**src/rtl/acr_pkg.sv**
```systemverilog
package acr_pkg;
    localparam int DATA_W = 32;
    localparam int STRB_W = DATA_W / 8;

    // word indices (byte offset / 4)
    localparam int WORD_CTRL = 0;
    localparam int WORD_GIE  = 1;
    localparam int WORD_IER  = 2;
    localparam int WORD_ISR  = 3;

    // control word bit positions
    localparam int BIT_START = 0;
    localparam int BIT_DONE  = 1;
    localparam int BIT_IDLE  = 2;
    localparam int BIT_READY = 3;
    localparam int BIT_AUTO  = 7;

    localparam int NUM_PARAMS = 4;
    localparam int NARROW_W   = 8;

    function automatic int param_word(input int i);
        case (i)
            0:       return 4;
            1:       return 6;
            2:       return 8;
            default: return 10;
        endcase
    endfunction

    function automatic int param_width(input int i);
        return (i < 2) ? DATA_W : NARROW_W;
    endfunction

    function automatic logic [DATA_W-1:0] field_mask(input int i);
        if (param_width(i) >= DATA_W) return '1;
        return (DATA_W'(1) << param_width(i)) - DATA_W'(1);
    endfunction

    typedef struct packed {
        logic       start;
        logic       done;
        logic       auto_rs;
        logic       gie;
        logic [1:0] ier;
        logic [1:0] isr;
        logic       done_prev;
        logic       ready_prev;
    } ctrl_state_t;
endpackage

```
**src/rtl/acr_axil_port.sv**
```systemverilog
module acr_axil_port
    import acr_pkg::*;
#(
    parameter int ADDR_W = 6,
    localparam int IDX_W = ADDR_W - 2
)(
    input  logic              clk,
    input  logic              rst_n,
    input  logic [ADDR_W-1:0] s_awaddr,
    input  logic              s_awvalid,
    output logic              s_awready,
    input  logic [DATA_W-1:0] s_wdata,
    input  logic [STRB_W-1:0] s_wstrb,
    input  logic              s_wvalid,
    output logic              s_wready,
    output logic              s_bvalid,
    input  logic              s_bready,
    input  logic [ADDR_W-1:0] s_araddr,
    input  logic              s_arvalid,
    output logic              s_arready,
    output logic [DATA_W-1:0] s_rdata,
    output logic              s_rvalid,
    input  logic              s_rready,
    output logic              wr_fire,
    output logic [IDX_W-1:0]  wr_idx,
    output logic [DATA_W-1:0] wr_data,
    output logic [STRB_W-1:0] wr_strb,
    output logic              rd_fire,
    output logic [IDX_W-1:0]  rd_idx,
    input  logic [DATA_W-1:0] rd_word
);
    typedef struct packed {
        logic              bvalid;
        logic              rvalid;
        logic [DATA_W-1:0] rdata;
    } port_state_t;

    port_state_t ps_d, ps_q;
    logic        unused_addr_bits;

    assign unused_addr_bits = ^{s_awaddr[1:0], s_araddr[1:0]};

    // a write needs address and data together and a free response slot
    assign wr_fire   = s_awvalid && s_wvalid && !ps_q.bvalid;
    assign s_awready = wr_fire;
    assign s_wready  = wr_fire;
    assign wr_idx    = s_awaddr[ADDR_W-1:2];
    assign wr_data   = s_wdata;
    assign wr_strb   = s_wstrb;

    assign s_arready = !ps_q.rvalid;
    assign rd_fire   = s_arvalid && !ps_q.rvalid;
    assign rd_idx    = s_araddr[ADDR_W-1:2];

    always_comb begin
        ps_d = ps_q;
        if (wr_fire)       ps_d.bvalid = 1'b1;
        else if (s_bready) ps_d.bvalid = 1'b0;
        if (rd_fire) begin
            ps_d.rvalid = 1'b1;
            ps_d.rdata  = rd_word;
        end else if (s_rready) begin
            ps_d.rvalid = 1'b0;
        end
    end

    always_ff @(posedge clk or negedge rst_n) begin
        if (!rst_n) ps_q <= '0;
        else        ps_q <= ps_d;
    end

    assign s_bvalid = ps_q.bvalid;
    assign s_rvalid = ps_q.rvalid;
    assign s_rdata  = ps_q.rdata;
endmodule

```
**src/rtl/acr_ctrl.sv**
```systemverilog
module acr_ctrl
    import acr_pkg::*;
#(
    parameter int IDX_W = 4
)(
    input  logic             clk,
    input  logic             rst_n,
    input  logic             wr_fire,
    input  logic [IDX_W-1:0] wr_idx,
    input  logic [7:0]       wr_byte,
    input  logic             wr_lane0,
    input  logic             rd_ctrl,
    input  logic             core_done,
    input  logic             core_ready,
    output logic             start_o,
    output logic             done_o,
    output logic             auto_o,
    output logic             gie_o,
    output logic [1:0]       ier_o,
    output logic [1:0]       isr_o,
    output logic             irq_o
);
    ctrl_state_t st_d, st_q;
    logic        lane0_wr;
    logic [1:0]  isr_flip;
    logic [1:0]  isr_rise;
    logic        unused_wr_bits;

    assign unused_wr_bits = ^wr_byte[6:2];

    always_comb begin
        st_d     = st_q;
        lane0_wr = wr_fire && wr_lane0;
        isr_flip = 2'b00;
        isr_rise = {core_ready & ~st_q.ready_prev, core_done & ~st_q.done_prev};

        st_d.done_prev  = core_done;
        st_d.ready_prev = core_ready;

        // launch: acceptance clears, software or relaunch sets (set wins)
        if (st_q.start && core_ready) st_d.start = 1'b0;
        if (lane0_wr && wr_idx == IDX_W'(WORD_CTRL)) begin
            if (wr_byte[BIT_START]) st_d.start = 1'b1;
            st_d.auto_rs = wr_byte[BIT_AUTO];
        end
        if (st_q.auto_rs && core_done) st_d.start = 1'b1;

        // completion: sticky, cleared by a control read, new event wins
        if (rd_ctrl)   st_d.done = 1'b0;
        if (core_done) st_d.done = 1'b1;

        if (lane0_wr && wr_idx == IDX_W'(WORD_GIE)) st_d.gie = wr_byte[0];
        if (lane0_wr && wr_idx == IDX_W'(WORD_IER)) st_d.ier = wr_byte[1:0];
        if (lane0_wr && wr_idx == IDX_W'(WORD_ISR)) isr_flip = wr_byte[1:0];
        st_d.isr = (st_q.isr ^ isr_flip) | isr_rise;
    end

    always_ff @(posedge clk or negedge rst_n) begin
        if (!rst_n) st_q <= '0;
        else        st_q <= st_d;
    end

    assign start_o = st_q.start;
    assign done_o  = st_q.done;
    assign auto_o  = st_q.auto_rs;
    assign gie_o   = st_q.gie;
    assign ier_o   = st_q.ier;
    assign isr_o   = st_q.isr;
    assign irq_o   = st_q.gie & |(st_q.ier & st_q.isr);
endmodule

```
**src/rtl/acr_params.sv**
```systemverilog
module acr_params
    import acr_pkg::*;
#(
    parameter int IDX_W = 4
)(
    input  logic                                clk,
    input  logic                                rst_n,
    input  logic                                wr_fire,
    input  logic [IDX_W-1:0]                    wr_idx,
    input  logic [DATA_W-1:0]                   wr_data,
    input  logic [STRB_W-1:0]                   wr_strb,
    output logic [NUM_PARAMS-1:0][DATA_W-1:0]   field_o
);
    for (genvar gi = 0; gi < NUM_PARAMS; gi++) begin : g_field
        localparam logic [DATA_W-1:0] MASK = field_mask(gi);
        localparam logic [IDX_W-1:0]  WORD = IDX_W'(param_word(gi));

        logic [DATA_W-1:0] val_d, val_q;

        always_comb begin
            val_d = val_q;
            if (wr_fire && wr_idx == WORD) begin
                for (int b = 0; b < STRB_W; b++) begin
                    if (wr_strb[b]) val_d[8*b +: 8] = wr_data[8*b +: 8];
                end
            end
            val_d = val_d & MASK;
        end

        always_ff @(posedge clk or negedge rst_n) begin
            if (!rst_n) val_q <= '0;
            else        val_q <= val_d;
        end

        assign field_o[gi] = val_q;
    end
endmodule

```
**src/rtl/accel_ctrl_regs.sv**
```systemverilog
module accel_ctrl_regs
    import acr_pkg::*;
#(
    parameter int ADDR_W = 6
)(
    input  logic              clk,
    input  logic              rst_n,
    input  logic [ADDR_W-1:0] s_awaddr,
    input  logic              s_awvalid,
    output logic              s_awready,
    input  logic [31:0]       s_wdata,
    input  logic [3:0]        s_wstrb,
    input  logic              s_wvalid,
    output logic              s_wready,
    output logic [1:0]        s_bresp,
    output logic              s_bvalid,
    input  logic              s_bready,
    input  logic [ADDR_W-1:0] s_araddr,
    input  logic              s_arvalid,
    output logic              s_arready,
    output logic [31:0]       s_rdata,
    output logic [1:0]        s_rresp,
    output logic              s_rvalid,
    input  logic              s_rready,
    output logic              core_start,
    input  logic              core_done,
    input  logic              core_idle,
    input  logic              core_ready,
    output logic [31:0]       rd_fb_addr,
    output logic [31:0]       wr_fb_addr,
    output logic [7:0]        color_fmt,
    output logic [7:0]        algo_sel,
    output logic              irq
);
    localparam int IDX_W = ADDR_W - 2;

    logic                              wr_fire, rd_fire, rd_ctrl;
    logic [IDX_W-1:0]                  wr_idx, rd_idx;
    logic [DATA_W-1:0]                 wr_data, rd_word;
    logic [STRB_W-1:0]                 wr_strb;
    logic                              done_bit, auto_on, gie_bit;
    logic [1:0]                        ier_bits, isr_bits;
    logic [NUM_PARAMS-1:0][DATA_W-1:0] fields;

    acr_axil_port #(.ADDR_W(ADDR_W)) u_port (
        .clk(clk), .rst_n(rst_n),
        .s_awaddr(s_awaddr), .s_awvalid(s_awvalid), .s_awready(s_awready),
        .s_wdata(s_wdata), .s_wstrb(s_wstrb), .s_wvalid(s_wvalid), .s_wready(s_wready),
        .s_bvalid(s_bvalid), .s_bready(s_bready),
        .s_araddr(s_araddr), .s_arvalid(s_arvalid), .s_arready(s_arready),
        .s_rdata(s_rdata), .s_rvalid(s_rvalid), .s_rready(s_rready),
        .wr_fire(wr_fire), .wr_idx(wr_idx), .wr_data(wr_data), .wr_strb(wr_strb),
        .rd_fire(rd_fire), .rd_idx(rd_idx), .rd_word(rd_word)
    );

    assign rd_ctrl = rd_fire && rd_idx == IDX_W'(WORD_CTRL);

    acr_ctrl #(.IDX_W(IDX_W)) u_ctrl (
        .clk(clk), .rst_n(rst_n),
        .wr_fire(wr_fire), .wr_idx(wr_idx), .wr_byte(wr_data[7:0]), .wr_lane0(wr_strb[0]),
        .rd_ctrl(rd_ctrl), .core_done(core_done), .core_ready(core_ready),
        .start_o(core_start), .done_o(done_bit), .auto_o(auto_on), .gie_o(gie_bit),
        .ier_o(ier_bits), .isr_o(isr_bits), .irq_o(irq)
    );

    acr_params #(.IDX_W(IDX_W)) u_params (
        .clk(clk), .rst_n(rst_n),
        .wr_fire(wr_fire), .wr_idx(wr_idx), .wr_data(wr_data), .wr_strb(wr_strb),
        .field_o(fields)
    );

    always_comb begin
        rd_word = '0;
        if (rd_idx == IDX_W'(WORD_CTRL)) begin
            rd_word[BIT_START] = core_start;
            rd_word[BIT_DONE]  = done_bit;
            rd_word[BIT_IDLE]  = core_idle;
            rd_word[BIT_READY] = core_ready;
            rd_word[BIT_AUTO]  = auto_on;
        end
        if (rd_idx == IDX_W'(WORD_GIE)) rd_word[0]   = gie_bit;
        if (rd_idx == IDX_W'(WORD_IER)) rd_word[1:0] = ier_bits;
        if (rd_idx == IDX_W'(WORD_ISR)) rd_word[1:0] = isr_bits;
        for (int i = 0; i < NUM_PARAMS; i++) begin
            if (rd_idx == IDX_W'(param_word(i))) rd_word = fields[i];
        end
    end

    assign s_bresp    = 2'b00;
    assign s_rresp    = 2'b00;
    assign rd_fb_addr = fields[0];
    assign wr_fb_addr = fields[1];
    assign color_fmt  = fields[2][NARROW_W-1:0];
    assign algo_sel   = fields[3][NARROW_W-1:0];
endmodule

```
**config.mk**
```make
export PLATFORM = sky130hd
export DESIGN_NAME = accel_ctrl_regs
export DESIGN_NICKNAME = d
export VERILOG_FILES = /design/src/rtl/acr_pkg.sv /design/src/rtl/acr_axil_port.sv /design/src/rtl/acr_ctrl.sv /design/src/rtl/acr_params.sv /design/src/rtl/accel_ctrl_regs.sv
export SDC_FILE = /design/constraint.sdc
export NUM_CORES = 1
export LEC_CHECK = 0
export BUFFER_PORTS_ARGS = -buffer_cell sky130_fd_sc_hd__buf_2
export CAP_MARGIN = 20
export CORE_ASPECT_RATIO = 1.1
export CORE_UTILIZATION = 45
export CTS_BUF_LIST = sky130_fd_sc_hd__clkbuf_4 sky130_fd_sc_hd__clkbuf_8
export DETAILED_ROUTE_END_ITERATION = 16
export GPL_ROUTABILITY_DRIVEN = 1
export GPL_TIMING_DRIVEN = 0
export PLACE_DENSITY = 0.72
export SYNTH_ARGS = -nofsm -noshare
export SYNTH_HDL_FRONTEND = slang
export SYNTH_HIERARCHICAL = 1
export SYNTH_SLANG_ARGS = --single-unit
export TNS_END_PERCENT = 10
```
**constraint.sdc**
```tcl
create_clock -name clk -period 1.9 [get_ports clk]
set_input_delay 0.19 -clock clk [delete_from_list [all_inputs] [get_ports clk]]
set_output_delay 0.19 -clock clk [all_outputs]
set_load 0.02 [all_outputs]
```
==> metrics.cfg, run 1 <==
[min_path]
hold_path_startpoint=s_wdata[0]
hp-class=input pin to flop

[die]
die_w_um=120.5
core_area_um2=15050
initial_utilization_pct=46.18
num_rows=47
io_pins=181
die_y_um=132.4
dieArea_um2=15950

[run_status]
violations=negative setup slack
status=complete, but fails checks

[setup_path]
path_max_fanout=8
worstSetupPathType=flop to flop
critPathLaunch=u_port/s_bvalid
cp-end-kind=flop
worstReg2RegStart=u_port/s_bvalid
startpoint_type=flop
required_ns=2.23
crit_arrival_ns=2.28

[power_and_ir_drop]
p_per_area_nw_per_um2=823.5
peakVddDrop_mv=0.6644
finalPower_mw=7.413
leakagePower_nw=4.832

[layout]
final_common_cell=buf_2
final_nets=837
nFillCells=1286
layout-drive-gt1-share_pct=53.41
areaGrowthSynthToFinish_pct=29.50
layout_common_cells=buf_2, dfrtp_1, buf_4
diodes=0

[clock_network]
clock_tree.root_cell=clkbuf_8
clock_latency_ns=0.45
h-tree-depth=4
clock-sinks=124
path_clk_slew_ns=0.07
cts_tree=done
cts_made_buffers=17
clockBufferDepth=2

[routing]
drc=0
routedWlPerCell_um=17.82
viasPerCell=4.916
vias=4857
wl_um=17610
dr.pass1.iters=4
ant_nets=0
drt_iter0_markers=161

[synth]
synth_cells=542
synth.distinct_cells=50
synth_area_um2=6952
synth-seq-cells=124
yosys_warnings=6
syn_avg_cell_area_um2=12.83
seq_area_frac_synth_pct=44.64

[placement]
numPortBuffers=128
place_ws_ns=-0.2379
place_congestion=0.8021
dpl.hpwl_um=12460

[global_route]
grt_usage_pct=22.99
grt_pass1_vias=5273
grt_pass1_wl_um=27710
grt_max_degree=67
antenna_found_initial=0
overflow=0

[timing]
hold_viol_final=0
min_period_over_period_pct=102.8
fin_skew_ns=0.01020
drv_slew=0
setup_slack_ns=-0.05225
fin_crit_ns=1.952
relSlewSlack_pct=61.67
max_freq_mhz=512.2
rsz0062_at_grt=true
worst_pin_slew_ns=0.5750
setup_viol=23

[flow_run]
drv_cap=0

==> synth_stat cells (all sizes together) <==
library cell    n  share of area (%)
buf           123                 14
or2b            2               0.23
o22ai           8               0.81
mux2          118                 21
nor3b           2               0.36
a31o            2               0.25
o22a            7               0.88
or3             4               0.36
and2           15                1.3
inv             3               0.16
and4bb          2               0.41
nand2           6               0.32
o21ai           2               0.14
nor2b           5               0.45
nand4bb         2               0.56
o211ai          1               0.11
nand3           5               0.36
a21o            1               0.11
nor3            1               0.14
or4b            1               0.14
nor2           20                2.4
and3            1              0.090
or3b            2               0.25
a21oi           2               0.14
nand3b          4               0.43
mux4            1               0.38
nand2b          3               0.27
mux2i          31                4.5
nand4b          1               0.13
dfrtp         124                 45
clkbuf          4               0.23
a22o           17                2.1
conb            2               0.11
a221o          17                2.4
a22oi           1               0.11
o21bai          1               0.11
o32a            1               0.14
==> path summary, 6_finish.rpt <==
check	endpoint	slack, ns	cells after the start
min in group asynchronous	u_params/g_field[3].val_q[3]	0.27	2
worst min-delay path	u_ctrl/ier_o[0]	0.05	2
max in group asynchronous	u_port/s_bvalid	0.90	3
worst min register to register	u_ctrl/done_o	0.49	1
worst max-delay path	u_params/g_field[0].val_q[30]	-0.05	5
worst max register to register	u_params/g_field[0].val_q[30]	-0.05	5
==> cell families after synthesis <==
family                 count (synthesis)  synth area share (%)
AO/OA/AOI/OAI                         60                 7.398
multiplexers                         150                 25.47
other                                  2                0.1080
flip-flops                           124                 44.64
AND/OR/NAND/NOR                       76                 8.261
buffers and inverters                130                 14.13
==> critical path, stage by stage, from the launching register on <==
cell and delay, ns:
dfrtp_2 0.42, nor2_4 0.15, or4b_4 0.50, buf_12 0.17, nor2_8 0.24, mux2_4 0.33
==> power breakdown <==
group | switching, mW | total, mW | leakage (nW) | internal [mW]
registers | 0.203 | 3.11 | 1.66 | 2.90
logic | 0.863 | 1.64 | 2.95 | 0.781
clock network | 1.10 | 2.66 | 0.222 | 1.56
total | 2.17 | 7.41 | 4.83 | 5.24
==> through the flow <==
stage / util, % / std cells / cell area, um^2 / hold slack (ns) / setup TNS [ns]
floorplan: - / 592 / 7152 / -0.1056 / -3.350
finish: 59.80 / 988 / 9002 / 0.04561 / -0.5423
CTS: 59.77 / 988 / 8999 / 0.01721 / -2.288
global route: 59.80 / 988 / 9002 / 0.02547 / -1.853
detailed placement: 53.62 / 917 / 8071 / 0.2010 / -9.892
global placement: 53.39 / 916 / 8038 / 0.3549 / -116.35
==> flip-flops by register name, indices dropped and copies added (netlist names) <==
name / flops
u_params/g_field.val_q: 80
u_ctrl/auto_o: 1
u_port/s_rdata: 32
u_ctrl/ier_o: 2
u_ctrl/done_o: 1
u_port/s_rvalid: 1
u_ctrl/start_o: 1
u_ctrl/isr_o: 2
u_ctrl/st_q: 2
u_port/s_bvalid: 1
u_ctrl/gie_o: 1
==> layout make-up <==
class / instances / area (um^2) / share of cell area (%)
multi-input cells: 338 / 3133 / 34.80
flip-flops and latches: 124 / 3104 / 34.48
repair buffers: 169 / 1077 / 11.97
plain buffers: 126 / 974.7 / 10.83
well taps: 196 / 245.2 / 2.724
clock buffers: 17 / 234.0 / 2.599
clock inverters: 15 / 222.7 / 2.474
inverters: 3 / 11.26 / 0.1251
==> metal layers <==
| metal | routed length [um] | vias to the layer above | track usage [%] | share of wire [%] |
|---|---|---|---|---|
| li1 | - | 2274 | - | - |
| met1 | 7347 | 2399 | 27.06 | 42 |
| met2 | 8846 | 165 | 39.59 | 50 |
| met3 | 1181 | 19 | 6.920 | 6.7 |
| met4 | 233 | 0 | 7.888 | 1.3 |
| met5 | 0 | - | 0 | 0 |
==> timing repair <==
action | CTS | global route
setup buffers | 3 | 1
pin swaps | 3 | 2
hold buffers | 36 | 0
hold endpoints to repair | 141 | 0
setup endpoints to repair | 79 | 32
resized for setup | 19 | 3
Note: power is estimated with default switching activity, not from simulation.
==> inputs of run 2 (changes only) <==
Settings changed: PLACE_DENSITY 0.72 to default, PLACE_DENSITY_LB_ADDON from default to 0.05.
==> metrics.cfg, run 2 (synthesis gave the netlist of run 1 again) <==
[run_status]
status=complete, but fails checks
violations=negative setup slack

[routing]
drc=0  ; unchanged
viasPerCell=4.845  ; -1.4%
dr.pass1.iters=4  ; unchanged
vias=4806  ; -1.1%
routedWlPerCell_um=17.56  ; -1.5%
ant_nets=0  ; unchanged
wl_um=17420  ; -1.1%
drt_iter0_markers=117  ; -27%

[min_path]
whs_path_depth=2  ; unchanged
hp-class=input pin to flop

[power_and_ir_drop]
leakagePower_nw=4.881  ; +1.0%
peakVddDrop_mv=0.3447  ; -48%
finalPower_mw=7.419  ; about the same
p_per_area_nw_per_um2=818.2  ; -0.64%

[die]
io_pins=181  ; unchanged
initial_utilization_pct=46.18  ; unchanged
num_rows=47  ; unchanged
dieArea_um2=15950  ; unchanged
die_y_um=132.4  ; unchanged
die_w_um=120.5  ; unchanged
core_area_um2=15050  ; unchanged

[timing]
drv_slew=0  ; unchanged
setup_slack_ns=-0.1312  ; -0.07897 ns
max_freq_mhz=492.3  ; -3.9%
setup_viol=32  ; +39%
fin_skew_ns=0.009652  ; -0.0005464 ns
hold_slack_ns=0.04729  ; +0.001673 ns
relSlewSlack_pct=61.28  ; -0.38 points
worst_pin_slew_ns=0.5807  ; +0.005758 ns
min_period_over_period_pct=106.9  ; +4.2 points
hold_viol_final=0  ; unchanged
rsz0062_at_grt=true
fin_crit_ns=2.031  ; +0.07897 ns

[global_route]
grt_pass1_vias=4946  ; -6.2%
grt_usage_pct=22.73  ; -0.26 points
grt_max_degree=67  ; unchanged
antenna_found_initial=0  ; unchanged
overflow=0  ; unchanged
grt_pass1_wl_um=27080  ; -2.3%

[clock_network]
clock-sinks=124  ; unchanged
path_clk_slew_ns=0.07  ; about the same
cts_tree=done
clock_latency_ns=0.44  ; about the same
clock_tree.root_cell=clkbuf_8
h-tree-depth=4  ; unchanged
clockBufferDepth=2  ; unchanged
cts_made_buffers=17  ; unchanged

[layout]
final_common_cell=buf_2
final_nets=842  ; +0.60%
stdcell_area_um2=9067  ; +0.72%
areaGrowthSynthToFinish_pct=30.44
top_register=u_params/g_field.val_q
layout_common_cells=buf_2, dfrtp_1, buf_4
layout-drive-gt1-share_pct=53.64  ; +0.23 points
largest_reg_flops=80  ; unchanged
diodes=0  ; unchanged
layout.cells.non_filler=992  ; +0.40%

[setup_path]
worstSetupPathType=flop to flop
startpoint_type=flop
crit_arrival_ns=2.35  ; +0.07 ns
required_ns=2.22  ; about the same
reg2reg_depth=6  ; +1
cp-end-kind=flop
rrSetupSlack_ns=-0.13  ; -0.08 ns
path_max_fanout=8  ; unchanged

[flow_run]
drv_cap=0  ; unchanged

[placement]
dpl.cell_count=917  ; unchanged
dpl.hpwl_um=12200  ; -2.1%
place_area_um2=8071  ; unchanged
place_congestion=0.7717  ; -3.8%
numPortBuffers=128  ; unchanged

-- run 2: cell count changes in the layout (fill, tap and decap cells not counted) --
cell        before  now
clkinvlp_4       3    0
buf_6           13   15
clkbuf_2         2    1
buf_4          105  108
clkinv_2         3    2
bufinv_16        5    4
buf_12           2    3
clkbuf_4         0    2
clkbuf_8        17   23
clkinv_4         4    0
-- run 2: final timing paths --
check                                 from                            to
setup / recovery           u_port/s_bvalid  u_params/g_field[0].val_q[5]
min in group asynchronous            rst_n  u_params/g_field[0].val_q[7]
hold / removal                  s_wdata[0]               u_ctrl/ier_o[0]
setup reg to reg           u_port/s_bvalid  u_params/g_field[0].val_q[5]
hold reg to reg              u_ctrl/done_o                 u_ctrl/done_o
max in group asynchronous            rst_n               u_port/s_bvalid
-- run 2: timing repair --
item                       in CTS  in global routing
gates resized for setup         3                 23
hold buffers                   36                  0
gates cloned                    0                  0
hold endpoints to repair      137                  0
setup buffers                   2                  6
pin swaps                       1                  3
setup endpoints to repair      80                 64
-- run 2: through the flow --
step	utilization, %	setup slack, ns	TNS [ns]
6_report	60.23	-0.1312	-3.257
2_1_floorplan	-	-0.1058	-3.350
3_3_place_gp	53.39	-1.242	-132.02
5_1_grt	60.23	-0.1837	-4.644
4_1_cts	59.33	-0.1798	-6.728
3_5_place_dp	53.62	-0.2681	-8.389
-- run 2: routing by layer --
metal	track usage, %	vias to the layer above	routed length [um]
met5	0	-	0
met4	7.476	0	199
met3	5.969	14	944
met2	38.92	128	8785
met1	27.66	2381	7486
li1	-	2283	-
-- run 2: report_power, final --
part           internal [mW]  total (mW)  switching [mW]
sequential              2.91        3.10           0.194
clock                   1.66        2.67            1.01
combinational          0.787        1.65           0.859
total                   5.35        7.42            2.07
-- run 2: cell type report --
type	instances	area, um^2
fill	1283	5987
buffer	127	992.2
tap	196	245.2
sequential	124	3104
inverter	3	11.26
multi-input combinational	338	3133
timing repair buffer	173	1120
clock buffer	25	331.6
clock inverter	6	130.1
-- run 2: worst max-delay path: stages (launching register included) --
cell     delay, ns
dfrtp_2       0.43
nor2_4        0.14
buf_6         0.11
or4b_4        0.47
buf_12        0.17
nor2_8        0.25
mux2_4        0.33
